## config.mk

```make
export PLATFORM = sky130hd
export DESIGN_NAME = pkt_dma_bufptr
export DESIGN_NICKNAME = d
export VERILOG_FILES = /design/src/rtl/pdb_pkg.sv /design/src/rtl/pdb_next_desc.sv /design/src/rtl/pdb_addr_unit.sv /design/src/rtl/pdb_ctrl.sv /design/src/rtl/pkt_dma_bufptr.sv
export SDC_FILE = /design/constraint.sdc
export NUM_CORES = 1
export LEC_CHECK = 0
export BUFFER_PORTS_ARGS = -buffer_cell sky130_fd_sc_hd__buf_2
export CAP_MARGIN = 10
export CORE_ASPECT_RATIO = 0.9
export CORE_MARGIN = 1
export CORE_UTILIZATION = 47
export DETAILED_ROUTE_END_ITERATION = 12
export GPL_ROUTABILITY_DRIVEN = 1
export PLACE_DENSITY_LB_ADDON = 0.05
export SYNTH_ARGS = -nofsm -noshare
export SYNTH_HDL_FRONTEND = slang
export SYNTH_SLANG_ARGS = --single-unit
```

## constraint.sdc

```tcl
create_clock -name clk_i -period 2.5 [get_ports clk_i]
set_input_delay 0.5 -clock clk_i [delete_from_list [all_inputs] [get_ports clk_i]]
set_output_delay 0.5 -clock clk_i [all_outputs]
set_load 0.02 [all_outputs]
```

## src/rtl/pdb_pkg.sv

```systemverilog
package pdb_pkg;
  parameter int unsigned ADDR_W     = 32;
  parameter int unsigned QUAD_BYTES = 4;
  localparam int unsigned ALIGN_W   = $clog2(QUAD_BYTES);

  typedef enum logic {
    BUF_EMPTY  = 1'b0,
    BUF_ACTIVE = 1'b1
  } buf_state_e;
endpackage

```

## src/rtl/pdb_next_desc.sv

```systemverilog
module pdb_next_desc #(
  parameter int unsigned AW = pdb_pkg::ADDR_W
) (
  input  logic          clk_i,
  input  logic          rst_ni,
  input  logic          wr_i,
  input  logic [AW-1:0] start_i,
  input  logic [AW-1:0] end_i,
  input  logic          rdy_set_i,
  input  logic          take_i,
  output logic [AW-1:0] start_o,
  output logic [AW-1:0] end_o,
  output logic          rdy_o
);
  always_ff @(posedge clk_i or negedge rst_ni) begin
    if (!rst_ni) begin
      start_o <= '0;
      end_o   <= '0;
      rdy_o   <= 1'b0;
    end else begin
      if (wr_i) begin
        start_o <= start_i;
        end_o   <= end_i;
      end
      // take-up wins over a same-cycle set
      if (take_i)         rdy_o <= 1'b0;
      else if (rdy_set_i) rdy_o <= 1'b1;
    end
  end

  AST_TAKE_CLEARS_RDY: assert property (@(posedge clk_i) disable iff (!rst_ni)
    take_i |=> !rdy_o);
endmodule

```

## src/rtl/pdb_addr_unit.sv

```systemverilog
module pdb_addr_unit #(
  parameter int unsigned AW = pdb_pkg::ADDR_W,
  parameter int unsigned QB = pdb_pkg::QUAD_BYTES
) (
  input  logic          clk_i,
  input  logic          rst_ni,
  input  logic          take_i,
  input  logic [AW-1:0] nb_start_i,
  input  logic [AW-1:0] nb_end_i,
  input  logic          active_i,
  input  logic          rx_i,
  input  logic          pkt_start_i,
  input  logic          qd_i,
  input  logic          abort_i,
  output logic [AW-1:0] cur_o,
  output logic [AW-1:0] fin_o,
  output logic          past_final_o
);
  localparam int unsigned AL = $clog2(QB);
  localparam logic [AW-1:0] STEP = AW'(QB);
  localparam logic [AW-1:0] MASK = ~AW'((1 << AL) - 1);

  logic [AW-1:0] shadow_q;
  logic          rollback;

  assign rollback     = active_i && rx_i && abort_i;
  assign past_final_o = cur_o > fin_o;

  always_ff @(posedge clk_i or negedge rst_ni) begin
    if (!rst_ni) begin
      cur_o    <= '0;
      fin_o    <= '0;
      shadow_q <= '0;
    end else if (take_i) begin
      cur_o <= nb_start_i & MASK;
      fin_o <= nb_end_i & MASK;
    end else if (active_i) begin
      if (rollback)  cur_o <= shadow_q;
      else if (qd_i) cur_o <= cur_o + STEP;
      if (rx_i && pkt_start_i) shadow_q <= cur_o;
    end
  end

  AST_QUAD_STEP: assert property (@(posedge clk_i) disable iff (!rst_ni)
    (active_i && qd_i && !abort_i && !take_i) |=> cur_o == $past(cur_o) + STEP);
  AST_TX_ABORT_HOLD: assert property (@(posedge clk_i) disable iff (!rst_ni)
    (active_i && !rx_i && abort_i && !qd_i && !take_i) |=> $stable(cur_o));
  AST_IDLE_HOLD: assert property (@(posedge clk_i) disable iff (!rst_ni)
    (!active_i && !take_i) |=> $stable(cur_o) && $stable(fin_o));
endmodule

```

## src/rtl/pdb_ctrl.sv

```systemverilog
module pdb_ctrl (
  input  logic clk_i,
  input  logic rst_ni,
  input  logic rdy_i,
  input  logic pkt_end_i,
  input  logic past_final_i,
  output logic take_o,
  output logic active_o,
  output logic not_ready_o,
  output logic buf_start_o,
  output logic buf_done_o
);
  import pdb_pkg::*;

  buf_state_e state_q;
  logic       done_now;

  assign active_o    = (state_q == BUF_ACTIVE);
  assign take_o      = (state_q == BUF_EMPTY) && rdy_i;
  assign done_now    = active_o && pkt_end_i && past_final_i;
  assign not_ready_o = (state_q == BUF_EMPTY) && !rdy_i;

  always_ff @(posedge clk_i or negedge rst_ni) begin
    if (!rst_ni) begin
      state_q     <= BUF_EMPTY;
      buf_start_o <= 1'b0;
      buf_done_o  <= 1'b0;
    end else begin
      buf_start_o <= take_o;
      buf_done_o  <= done_now;
      if (take_o)        state_q <= BUF_ACTIVE;
      else if (done_now) state_q <= BUF_EMPTY;
    end
  end

  AST_PULSE_EXCL: assert property (@(posedge clk_i) disable iff (!rst_ni)
    !(buf_start_o && buf_done_o));
  AST_DONE_SINGLE: assert property (@(posedge clk_i) disable iff (!rst_ni)
    buf_done_o |=> !buf_done_o);
  AST_START_SINGLE: assert property (@(posedge clk_i) disable iff (!rst_ni)
    buf_start_o |=> !buf_start_o);
  AST_STALL_IDLE: assert property (@(posedge clk_i) disable iff (!rst_ni)
    not_ready_o |-> !active_o);
endmodule

```

## src/rtl/pkt_dma_bufptr.sv

```systemverilog
module pkt_dma_bufptr #(
  parameter int unsigned AW = pdb_pkg::ADDR_W,
  parameter int unsigned QB = pdb_pkg::QUAD_BYTES
) (
  input  logic          clk_i,
  input  logic          rst_ni,
  input  logic          rx_mode_i,
  input  logic          nb_wr_i,
  input  logic [AW-1:0] nb_start_i,
  input  logic [AW-1:0] nb_end_i,
  input  logic          rdy_set_i,
  input  logic          pkt_start_i,
  input  logic          qd_valid_i,
  input  logic          pkt_end_i,
  input  logic          abort_i,
  output logic [AW-1:0] cur_addr_o,
  output logic [AW-1:0] cur_final_o,
  output logic          rdy_o,
  output logic          active_o,
  output logic          not_ready_o,
  output logic          buf_start_o,
  output logic          buf_done_o
);
  localparam logic [AW-1:0] MASK = ~AW'(QB - 1);

  logic [AW-1:0] nb_start_q, nb_end_q;
  logic          take, past_final;

  pdb_next_desc #(.AW(AW)) u_next (
    .clk_i, .rst_ni,
    .wr_i(nb_wr_i), .start_i(nb_start_i), .end_i(nb_end_i),
    .rdy_set_i, .take_i(take),
    .start_o(nb_start_q), .end_o(nb_end_q), .rdy_o
  );

  pdb_ctrl u_ctrl (
    .clk_i, .rst_ni,
    .rdy_i(rdy_o), .pkt_end_i, .past_final_i(past_final),
    .take_o(take), .active_o, .not_ready_o, .buf_start_o, .buf_done_o
  );

  pdb_addr_unit #(.AW(AW), .QB(QB)) u_addr (
    .clk_i, .rst_ni,
    .take_i(take), .nb_start_i(nb_start_q), .nb_end_i(nb_end_q),
    .active_i(active_o), .rx_i(rx_mode_i),
    .pkt_start_i, .qd_i(qd_valid_i), .abort_i,
    .cur_o(cur_addr_o), .fin_o(cur_final_o), .past_final_o(past_final)
  );

  AST_TAKE_LOADS: assert property (@(posedge clk_i) disable iff (!rst_ni)
    buf_start_o |-> (cur_addr_o == ($past(nb_start_q) & MASK))
                 && (cur_final_o == ($past(nb_end_q) & MASK)));
  AST_TAKE_RDY_LOW: assert property (@(posedge clk_i) disable iff (!rst_ni)
    buf_start_o |-> !rdy_o && active_o);
endmodule

```

==> impl_metrics.yaml, run 1 <==
status:
  outcome: "finished, final reports clean"
cells_and_area:
  n_antenna_cell: 0
  area_growth_syn_to_layout_pct: 21.0
  regArea_um2: 3950
  final_core_util_pct: 58.6
  n_fill_cell: 1300
  final_nets: 932
  stdcell_count: 1042
  multiInputGateArea_um2: 3220
  drive_above_1_share_pct: 33.1
setup_path:
  cpPeakStageDelay_ns: 0.48
  worstSetupEndpointType: "flip-flop"
  cp.arrival_ns: 2.49
  cp-startpoint: "u_addr.cur_o[27]"
  cp-endpoint: "u_ctrl.active_o"
  reg2reg_slack_ns: 0.34
  worstReg2RegStart: "u_addr.cur_o[27]"
  slowest_stage: "dfrtp_1"
  worst-path-stages: 6
  cp.buffers_inverters: 0
  critPathRequiredTime_ns: 2.83
  crit_type: "flip-flop to flip-flop"
  r2r_end: "u_ctrl.active_o"
  crit_fanout: 9
  path_cells: "ha_1, nand4_1, nor4_1, a41oi_1, and2_1, a211oi_1"
  cpLargestDelayFamily: "simple AND/OR/NAND/NOR gates"
  worstSetupStartpointType: "flip-flop"
  reg2regPathDepth: 6
grt:
  grt_antenna_before_repair: 0
  grt_first_pass_wirelength_mm: 30.9
  grt_pass1_vias: 5790
  grt_overflow: 0
  grt_max_degree: 61
  grtUsageTotal_pct: 25.1
logic_synthesis:
  syn_inst: 689
  async_flop_share_pct: 100
  synth_seq_area_share_pct: 52.7
  yosys.area_share.adder_pct: 5.17
  synth_xor_area_share_pct: 0.350
  synth_compound_area_share_pct: 14.8
  synth.mux.area_fraction_pct: 12.7
  synth_area_um2: 7510
  syn_area_per_cell_um2: 10.9
  yosys_warnings: 0
  synth.distinct_cells: 49
  synth_edf_count: 0
  synth_flop_cell: "dfrtp_1"
  synth_top_family_by_area: "compound AO/OA/AOI/OAI gates"
  synth_seq_cells: 158
  yosys.area_share.simple_pct: 9.75
clock_tree:
  clk_pin_slew_worst_paths_ns: 0.06
  clockRootBuffer: "clkbuf_16"
  cts_tree: "done"
  clock-sinks: 158
  post_cts_buffers: 0
  hold_buffers: 0
  clock_path_buffers: 2
  htree_levels: 4
  worstSkewPairLatency_ns: 0.43
  ctsResizeCount: 0
  cts_made_buffers: 17
sta:
  finalSetupTns_ns: 0
  relSlewSlack_pct: 60.9
  finalWorstSetupSlack_ns: 0.337
  finalSetupViolCount: 0
  finalHoldViolations: 0
  tightest_slew_ns: 0.587
  grt_setup_unrepaired: "false"
  min_period_ns: 2.16
  max_freq_mhz: 462
  min_period_over_period_pct: 86.5
  final_max_slew_viol_count: 0
  finalClockSkew_ns: 0.0107
  whs_ns: 0.0450
place:
  dp_cells: 1011
  port_buffers: 135
  place.gp.congestion: 0.864
  pre_cts_slack_ns: 0.348
  dp_hpwl_mm: 13.8
floorplanning:
  die-area_um2: 16500
  boundaryPins: 142
  start_util_pct: 48.4
  rows: 43
  die_x_um: 135
  die_h_um: 122
  coreArea_um2: 15500
power_and_ir_drop:
  pwr_density_cell_nw_per_um2: 1150
  vdd_drop_max_mv: 0.555
  total_leakage_power_nw: 4.27
routing:
  wire_per_inst_um: 18.7
  drt_iter0_markers: 450
  finalWirelength_mm: 19.4
  route.detailed.drc: 0
  ant_nets: 0
  viasPerCell: 5.66
  dr.pass1.iters: 5
  vias: 5894
min_path:
  hold_class: "primary input to asynchronous set/reset pin"
flow_run:
  cap_viol_max_count: 0
## worst min path at each step
stage                     from                  to  slack [ns]  cells after the start
2_1_floorplan           rst_ni     u_addr.cur_o[0]        0.20                      0
3_3_place_gp   u_next.end_o[2]     u_addr.fin_o[2]        0.46                      2
3_5_place_dp   u_next.end_o[2]     u_addr.fin_o[2]        0.45                      2
4_1_cts                 rst_ni    u_addr.cur_o[23]        0.07                      1
5_1_grt                 rst_ni  u_next.start_o[22]        0.10                      1
6_report                rst_ni    u_addr.cur_o[20]        0.04                      1
## per-stage QoR
step	cell area [um2]	total power [mW]
CTS	9090	10.5
finish	9090	10.5
detailed placement	8480	7.84
global route	9090	11.2
global placement	8480	7.66
floorplan	7510	6.36
## cells in the mapped netlist, types with 4 or more instances
cell	n	area, um2
ha_1	31	388
o41ai_1	4	35.0
nand2b_1	4	25.0
a22oi_1	27	203
clkbuf_1	19	71.3
nand3_1	11	55.1
nor2_1	11	41.3
buf_4	4	30.0
a2bb2oi_1	5	43.8
nand2_1	70	263
nor3_1	12	60.1
o31ai_1	10	75.1
a21oi_1	47	235
inv_1	42	158
dfrtp_1	158	3950
o21ai_0	68	340
mux2_2	83	935
buf_2	12	60.1
nand4_1	12	75.1
buf_1	5	18.8
## report_power, final
group	internal (mW)	switching (mW)	total, mW
Clock	1.67	0.992	2.67
Sequential	3.34	0.803	4.15
Combinational	1.44	2.24	3.68
Total	6.46	4.03	10.5
## worst register-to-register path, stage by stage, from the launching register on
cell and delay [ns]:
dfrtp_1 0.48, ha_1 0.37, nand4_1 0.21, nor4_1 0.38, a41oi_1 0.18, and2_1 0.21
a211oi_1 0.23
## kinds of logic after synthesis
logic type      count (synthesis)
compound gates                183
flops                         158
simple gates                  146
mux                            85
buf+inv                        82
fa+ha+maj                      31
xor+xnor                        3
other cells                     1
## cells in the final DEF, fill, tap and decap left out, types with 3 or more instances in the layout
cell type and instances:
dfrtp_1 158, buf_2 134, mux2_2 83, nand2_1 70, o21ai_0 68, a21oi_1 47
inv_1 41, ha_1 31, a22oi_1 27, buf_4 21, clkbuf_16 17, nand4_1 12
nor3_1 12, nor2_1 11, nand3_1 11, o31ai_1 10, a2bb2oi_1 5, clkbuf_1 5
nand2b_1 4, o41ai_1 4, clkbuf_8 4, nor2b_1 3, and2_1 3, and3_1 3
and4_1 3, a31oi_1 3, xnor2_1 3, a22o_1 3, bufinv_16 3, buf_12 3
## cell type report
class	count	share of cell area, %
repair buffers	159	9.90
clock buffers	26	5.49
well taps	202	2.78
flip-flops and latches	158	43.5
multi-input cells	450	35.4
inverters	42	1.74
clock inverters	5	1.14
## routing by layer
metal | routed length [um] | vias to the layer above | track usage, %
met5 | 0 | - | 0
met4 | 311 | 0 | 7.72
met3 | 1040 | 25 | 5.58
met2 | 9410 | 197 | 41.1
met1 | 8680 | 2918 | 33.1
li1 | - | 2754 | -
## flip-flops by register name, indices dropped and copies added (netlist names)
name	count
u_addr.fin_o	30
u_addr.cur_o	32
u_next.rdy_o	1
u_addr.shadow_q	32
u_ctrl.active_o	1
u_next.end_o	30
u_ctrl.buf_start_o	1
u_next.start_o	30
u_ctrl.buf_done_o	1
No activity file was read; power rests on OpenSTA's default activity.
==> run 2: changes to the inputs <==
--- a/config.mk
+++ b/config.mk
@@ -7,9 +7,12 @@
 export LEC_CHECK = 0
 export BUFFER_PORTS_ARGS = -buffer_cell sky130_fd_sc_hd__buf_2
 export CAP_MARGIN = 10
+export CELL_PAD_IN_SITES_DETAIL_PLACEMENT = 1
+export CELL_PAD_IN_SITES_GLOBAL_PLACEMENT = 1
 export CORE_ASPECT_RATIO = 0.9
 export CORE_MARGIN = 1
-export CORE_UTILIZATION = 47
+export CORE_UTILIZATION = 44
+export CTS_CLUSTER_SIZE = 30
 export DETAILED_ROUTE_END_ITERATION = 12
 export GPL_ROUTABILITY_DRIVEN = 1
 export PLACE_DENSITY_LB_ADDON = 0.05
==> impl_metrics.yaml, run 2 (synthesis results as in run 1) <==
status:
  outcome: "finished, final reports clean"
routing:
  route.detailed.drc: 0
  finalWirelength_mm: 21.6
  viasPerCell: 5.76
  wire_per_inst_um: 20.6
  vias: 6056
  ant_nets: 0
  dr.pass1.iters: 4
  drt_iter0_markers: 260
sta:
  max_freq_mhz: 444
  finalWorstSetupSlack_ns: 0.248
  final_max_slew_viol_count: 0
  finalHoldViolations: 0
  tightest_slew_ns: 0.537
  grt_setup_unrepaired: "false"
  finalSetupViolCount: 0
  finalSetupTns_ns: 0
  finalClockSkew_ns: 0.00810
  relSlewSlack_pct: 64.2
  min_period_ns: 2.25
  min_period_over_period_pct: 90.1
cells_and_area:
  n_fill_cell: 1841
  multiInputGateArea_um2: 3220
  final_cell_mix: "dfrtp_1 (158), buf_2 (134), mux2_2 (83)"
  final_common_cell: "dfrtp_1"
  final_nets: 935
  regArea_um2: 3950
  area_growth_syn_to_layout_pct: 21.2
  reg_top3: "u_addr.cur_o x32, u_addr.shadow_q x32"
  drive_above_1_share_pct: 33.8
grt:
  grt_max_degree: 61
  grt_pass1_vias: 6645
  grt_overflow: 0
  grt_first_pass_wirelength_mm: 35.3
  grt_antenna_before_repair: 1
  grtUsageTotal_pct: 26.1
floorplanning:
  rows: 44
  die-area_um2: 17600
  die_x_um: 140
  die_h_um: 126
  boundaryPins: 142
  start_util_pct: 45.8
  coreArea_um2: 16400
power_and_ir_drop:
  vdd_drop_max_mv: 0.568
  total_leakage_power_nw: 4.28
  power.total_mw: 10.5
  pwr_density_cell_nw_per_um2: 1160
setup_path:
  crit_type: "flip-flop to flip-flop"
  path_cells: "ha_1, nand4_1, nor4_1, a41oi_1, and2_1, a211oi_1"
  worstSetupEndpointType: "flip-flop"
  cp.buffers_inverters: 0
  worstSetupStartpointType: "flip-flop"
  cpLargestDelayFamily: "simple AND/OR/NAND/NOR gates"
  cp.arrival_ns: 2.58
  crit_fanout: 6
  slowest_stage: "dfrtp_1"
  cpPeakStageDelay_ns: 0.47
  critPathRequiredTime_ns: 2.83
clock_tree:
  hold_buffers: 0
  clockRootBuffer: "clkbuf_16"
  ctsResizeCount: 0
  clock_path_buffers: 2
  worstSkewPairLatency_ns: 0.43
  post_cts_buffers: 0
  clock-sinks: 158
  htree_levels: 4
  cts_made_buffers: 17
  cts_tree: "done"
  clk_pin_slew_worst_paths_ns: 0.06
flow_run:
  cap_viol_max_count: 0
place:
  pre_cts_slack_ns: 0.343
  port_buffers: 135
  dp_hpwl_mm: 15.4
  place.gp.congestion: 0.838
min_path:
  hold_class: "primary input to asynchronous set/reset pin"
==> run 2: cell types whose count changed in the layout (fill, tap and decap cells not counted) <==
cell,previous run,this run
buf_12,3,4
buf_4,21,23
bufinv_16,3,1
clkbuf_1,5,2
clkinv_2,1,4
clkinvlp_4,0,2
diode_2,0,1
inv_6,0,1
==> run 2: power breakdown <==
group          internal [mW]  total (mW)  leakage [nW]  switching, mW
sequential              3.34        4.10          1.98          0.763
combinational           1.49        3.90          2.02           2.41
clock                   1.47        2.52         0.279           1.05
total                   6.31        10.5          4.28           4.22
==> run 2: final cells by class <==
type                       count  share of cell area (%)
clock buffer                  23                    5.36
clock inverter                 9                   0.908
timing repair buffer         162                    10.3
tap                          207                    2.85
inverter                      42                    1.73
antenna                        1                  0.0275
multi-input combinational    450                    35.4
sequential                   158                    43.5
==> run 2: path summary, 6_finish.rpt <==
path | end | cells past startpoint | start | slack (ns)
setup / recovery | u_ctrl.active_o | 6 | u_addr.cur_o[31] | 0.25
hold / removal | u_next.start_o[21] | 1 | rst_ni | 0.003
setup reg to reg | u_ctrl.active_o | 6 | u_addr.cur_o[31] | 0.25
hold reg to reg | u_addr.fin_o[12] | 2 | u_next.end_o[12] | 0.48
max in group asynchronous | u_addr.shadow_q[8] | 2 | rst_ni | 1.70
min in group clk_i | u_next.end_o[11] | 2 | nb_end_i[11] | 0.30
==> run 2: layer usage <==
metal | vias to the layer above | track usage [%] | wire (um)
met1 | 3111 | 31.9 | 9300
met4 | 0 | 7.63 | 310
li1 | 2763 | - | -
met3 | 34 | 5.97 | 920
met5 | - | 0 | 0
met2 | 148 | 46.1 | 11100
==> run 2: metrics by stage <==
step | hold WS [ns] | instances | area (um2) | util, %
3_5_place_dp | 0.468 | 1019 | 8520 | 52.0
3_3_place_gp | 0.459 | 1019 | 8520 | 52.0
2_1_floorplan | 0.204 | 690 | 7510 | -
4_1_cts | 0.0300 | 1051 | 9090 | 55.4
6_report | 0.00333 | 1052 | 9100 | 55.5
5_1_grt | 0.0383 | 1052 | 9100 | 55.5
==> run 3: changes to the inputs <==
--- a/config.mk
+++ b/config.mk
@@ -5,13 +5,14 @@
 export SDC_FILE = /design/constraint.sdc
 export NUM_CORES = 1
 export LEC_CHECK = 0
+export ABC_AREA = 1
 export BUFFER_PORTS_ARGS = -buffer_cell sky130_fd_sc_hd__buf_2
 export CAP_MARGIN = 10
 export CELL_PAD_IN_SITES_DETAIL_PLACEMENT = 1
 export CELL_PAD_IN_SITES_GLOBAL_PLACEMENT = 1
 export CORE_ASPECT_RATIO = 0.9
 export CORE_MARGIN = 1
-export CORE_UTILIZATION = 44
+export CORE_UTILIZATION = 45
 export CTS_CLUSTER_SIZE = 30
 export DETAILED_ROUTE_END_ITERATION = 12
 export GPL_ROUTABILITY_DRIVEN = 1
==> constraint.sdc (replaced) <==
create_clock -name clk_i -period 2.85 [get_ports clk_i]
set_input_delay 0.57 -clock clk_i [delete_from_list [all_inputs] [get_ports clk_i]]
set_output_delay 0.57 -clock clk_i [all_outputs]
set_load 0.02 [all_outputs]
==> impl_metrics.yaml, run 3 <==
status:
  outcome: "finished, final reports clean"
setup_path:
  worstSetupStartpointType: "flip-flop"
  crit_type: "flip-flop to flip-flop"
  cp.arrival_ns: 2.25
  critPathRequiredTime_ns: 3.22
  crit_fanout: 31
  worstSetupEndpointType: "flip-flop"
  reg2regPathDepth: 7
cells_and_area:
  final_cell_mix: "nand2_1 (258), dfrtp_1 (158), buf_2 (133)"
  n_fill_cell: 2071
  final_nets: 1173
  area_growth_syn_to_layout_pct: 18.6
  multiInputGateArea_um2: 3310
  drive_above_1_share_pct: 20.7
  reg_top3: "u_addr.cur_o x32, u_addr.shadow_q x32"
  regArea_um2: 3950
  final_core_util_pct: 55.1
  final_common_cell: "nand2_1"
logic_synthesis:
  yosys-top-cells-area: "dfrtp_1 (50%), nand2_1 (12%), o21ai_0 (6.8%), inv_1 (5.7%), ha_1 (4.9%)"
  yosysTopAreaCell: "dfrtp_1"
  netlist_top_cells_count: "nand2_1 (258), dfrtp_1 (158), inv_1 (120)"
  synth_area_um2: 7920
  synth.top_cell.area_share_pct: 49.9
  yosys_warnings: 0
  synth_seq_area_share_pct: 49.9
  synth_edf_count: 0
  syn_area_per_cell_um2: 8.40
  syn_inst: 943
  synth_seq_cells: 158
  async_flop_share_pct: 100
  synth.distinct_cells: 34
  synth_flop_cell: "dfrtp_1"
  yosysMostFrequentCell: "nand2_1"
clock_tree:
  clockRootBuffer: "clkbuf_16"
  post_cts_buffers: 0
  clock-sinks: 158
  cts_tree: "done"
  htree_levels: 4
  ctsResizeCount: 0
  cts_made_buffers: 17
  worstSkewPairLatency_ns: 0.44
  hold_buffers: 0
  clk_pin_slew_worst_paths_ns: 0.07
  clock_path_buffers: 2
grt:
  grtUsageTotal_pct: 26.1
  grt_first_pass_wirelength_mm: 36.2
  grt_antenna_before_repair: 2
  grt_pass1_vias: 6861
  grt_overflow: 0
  grt_max_degree: 64
floorplanning:
  rows: 45
  die-area_um2: 18100
  die_h_um: 128
  start_util_pct: 46.4
  die_x_um: 142
  coreArea_um2: 17100
  boundaryPins: 142
min_path:
  hold_class: "primary input to asynchronous set/reset pin"
sta:
  min_period_over_period_pct: 65.9
  whs_ns: 0.0763
  finalSetupTns_ns: 0
  final_max_slew_viol_count: 0
  finalSetupViolCount: 0
  finalHoldViolations: 0
  finalWorstSetupSlack_ns: 0.972
  min_period_ns: 1.88
  finalClockSkew_ns: 0.0125
  grt_setup_unrepaired: "false"
  tightest_slew_ns: 0.705
  relSlewSlack_pct: 53.0
  max_freq_mhz: 533
place:
  place.gp.congestion: 0.818
  dp_hpwl_mm: 15.6
  pre_cts_slack_ns: 0.814
  port_buffers: 135
routing:
  wire_per_inst_um: 16.7
  finalWirelength_mm: 22.0
  route.detailed.drc: 0
  vias: 6684
  viasPerCell: 5.08
  ant_nets: 0
  drt_iter0_markers: 320
  dr.pass1.iters: 4
flow_run:
  cap_viol_max_count: 0
power_and_ir_drop:
  pwr_density_cell_nw_per_um2: 1040
  vdd_drop_max_mv: 0.462
  total_leakage_power_nw: 4.76
  power.total_mw: 9.75
run 3: where the power goes:
group / total [mW] / switching (mW) / leakage, nW / internal, mW
clock network: 2.28 / 1.04 / 0.280 / 1.23
registers: 3.76 / 0.836 / 1.95 / 2.92
logic: 3.71 / 2.41 / 2.53 / 1.31
total: 9.75 / 4.29 / 4.76 / 5.46
run 3: layer usage:
layer | routed length [um] | global-route usage [%]
met2 | 10600 | 42.5
met5 | 13 | 0
met4 | 121 | 5.44
met3 | 761 | 4.89
met1 | 10600 | 36.3
run 3: path summary, 6_finish.rpt:
check                               startpoint                  end  slack, ns
setup / recovery               u_ctrl.active_o     u_addr.cur_o[14]       0.97
hold / removal                          rst_ni   u_ctrl.buf_start_o       0.08
setup reg to reg               u_ctrl.active_o     u_addr.cur_o[14]       0.97
hold reg to reg            u_addr.shadow_q[26]  u_addr.shadow_q[26]       0.49
max in group asynchronous               rst_ni     u_addr.fin_o[31]       2.01
min in group clk_i                 nb_end_i[7]      u_next.end_o[7]       0.33
run 3: critical path, cell delays in order (launching register included):
cell      delay [ns]
dfrtp_1         0.47
nand3_1         0.23
nand2_4         0.13
inv_2           0.46
nand2_1         0.19
o211ai_1        0.19
nand2_1         0.07
nand2_1         0.07
run 3: cell families (layout without fill, tap and decap cells):
family | after synthesis | after routing | synth area share, %
simple gates | 384 | 384 | 19.9
compound gates | 174 | 174 | 12.3
mux | 29 | 29 | 4.12
other cells | 1 | 3 | 0.0473
xor+xnor | 3 | 3 | 0.332
buf+inv | 163 | 300 | 8.45
flops | 158 | 158 | 49.9
fa+ha+maj | 31 | 31 | 4.90
run 3: through the flow:
step	cells	cell area [um2]
floorplan	944	7930
global placement	1285	8820
detailed placement	1285	8820
CTS	1316	9390
global route	1316	9390
finish	1317	9390
run 3: final cells by class:
| type | instances | area share (%) |
|---|---|---|
| Tap cell | 235 | 3.13 |
| Clock buffer | 17 | 4.53 |
| Antenna cell | 1 | 0.0266 |
| Sequential cell | 158 | 42.1 |
| Multi-Input combinational cell | 623 | 35.2 |
| Clock inverter | 14 | 1.57 |
| Timing Repair Buffer | 144 | 8.41 |
| Inverter | 125 | 5.02 |
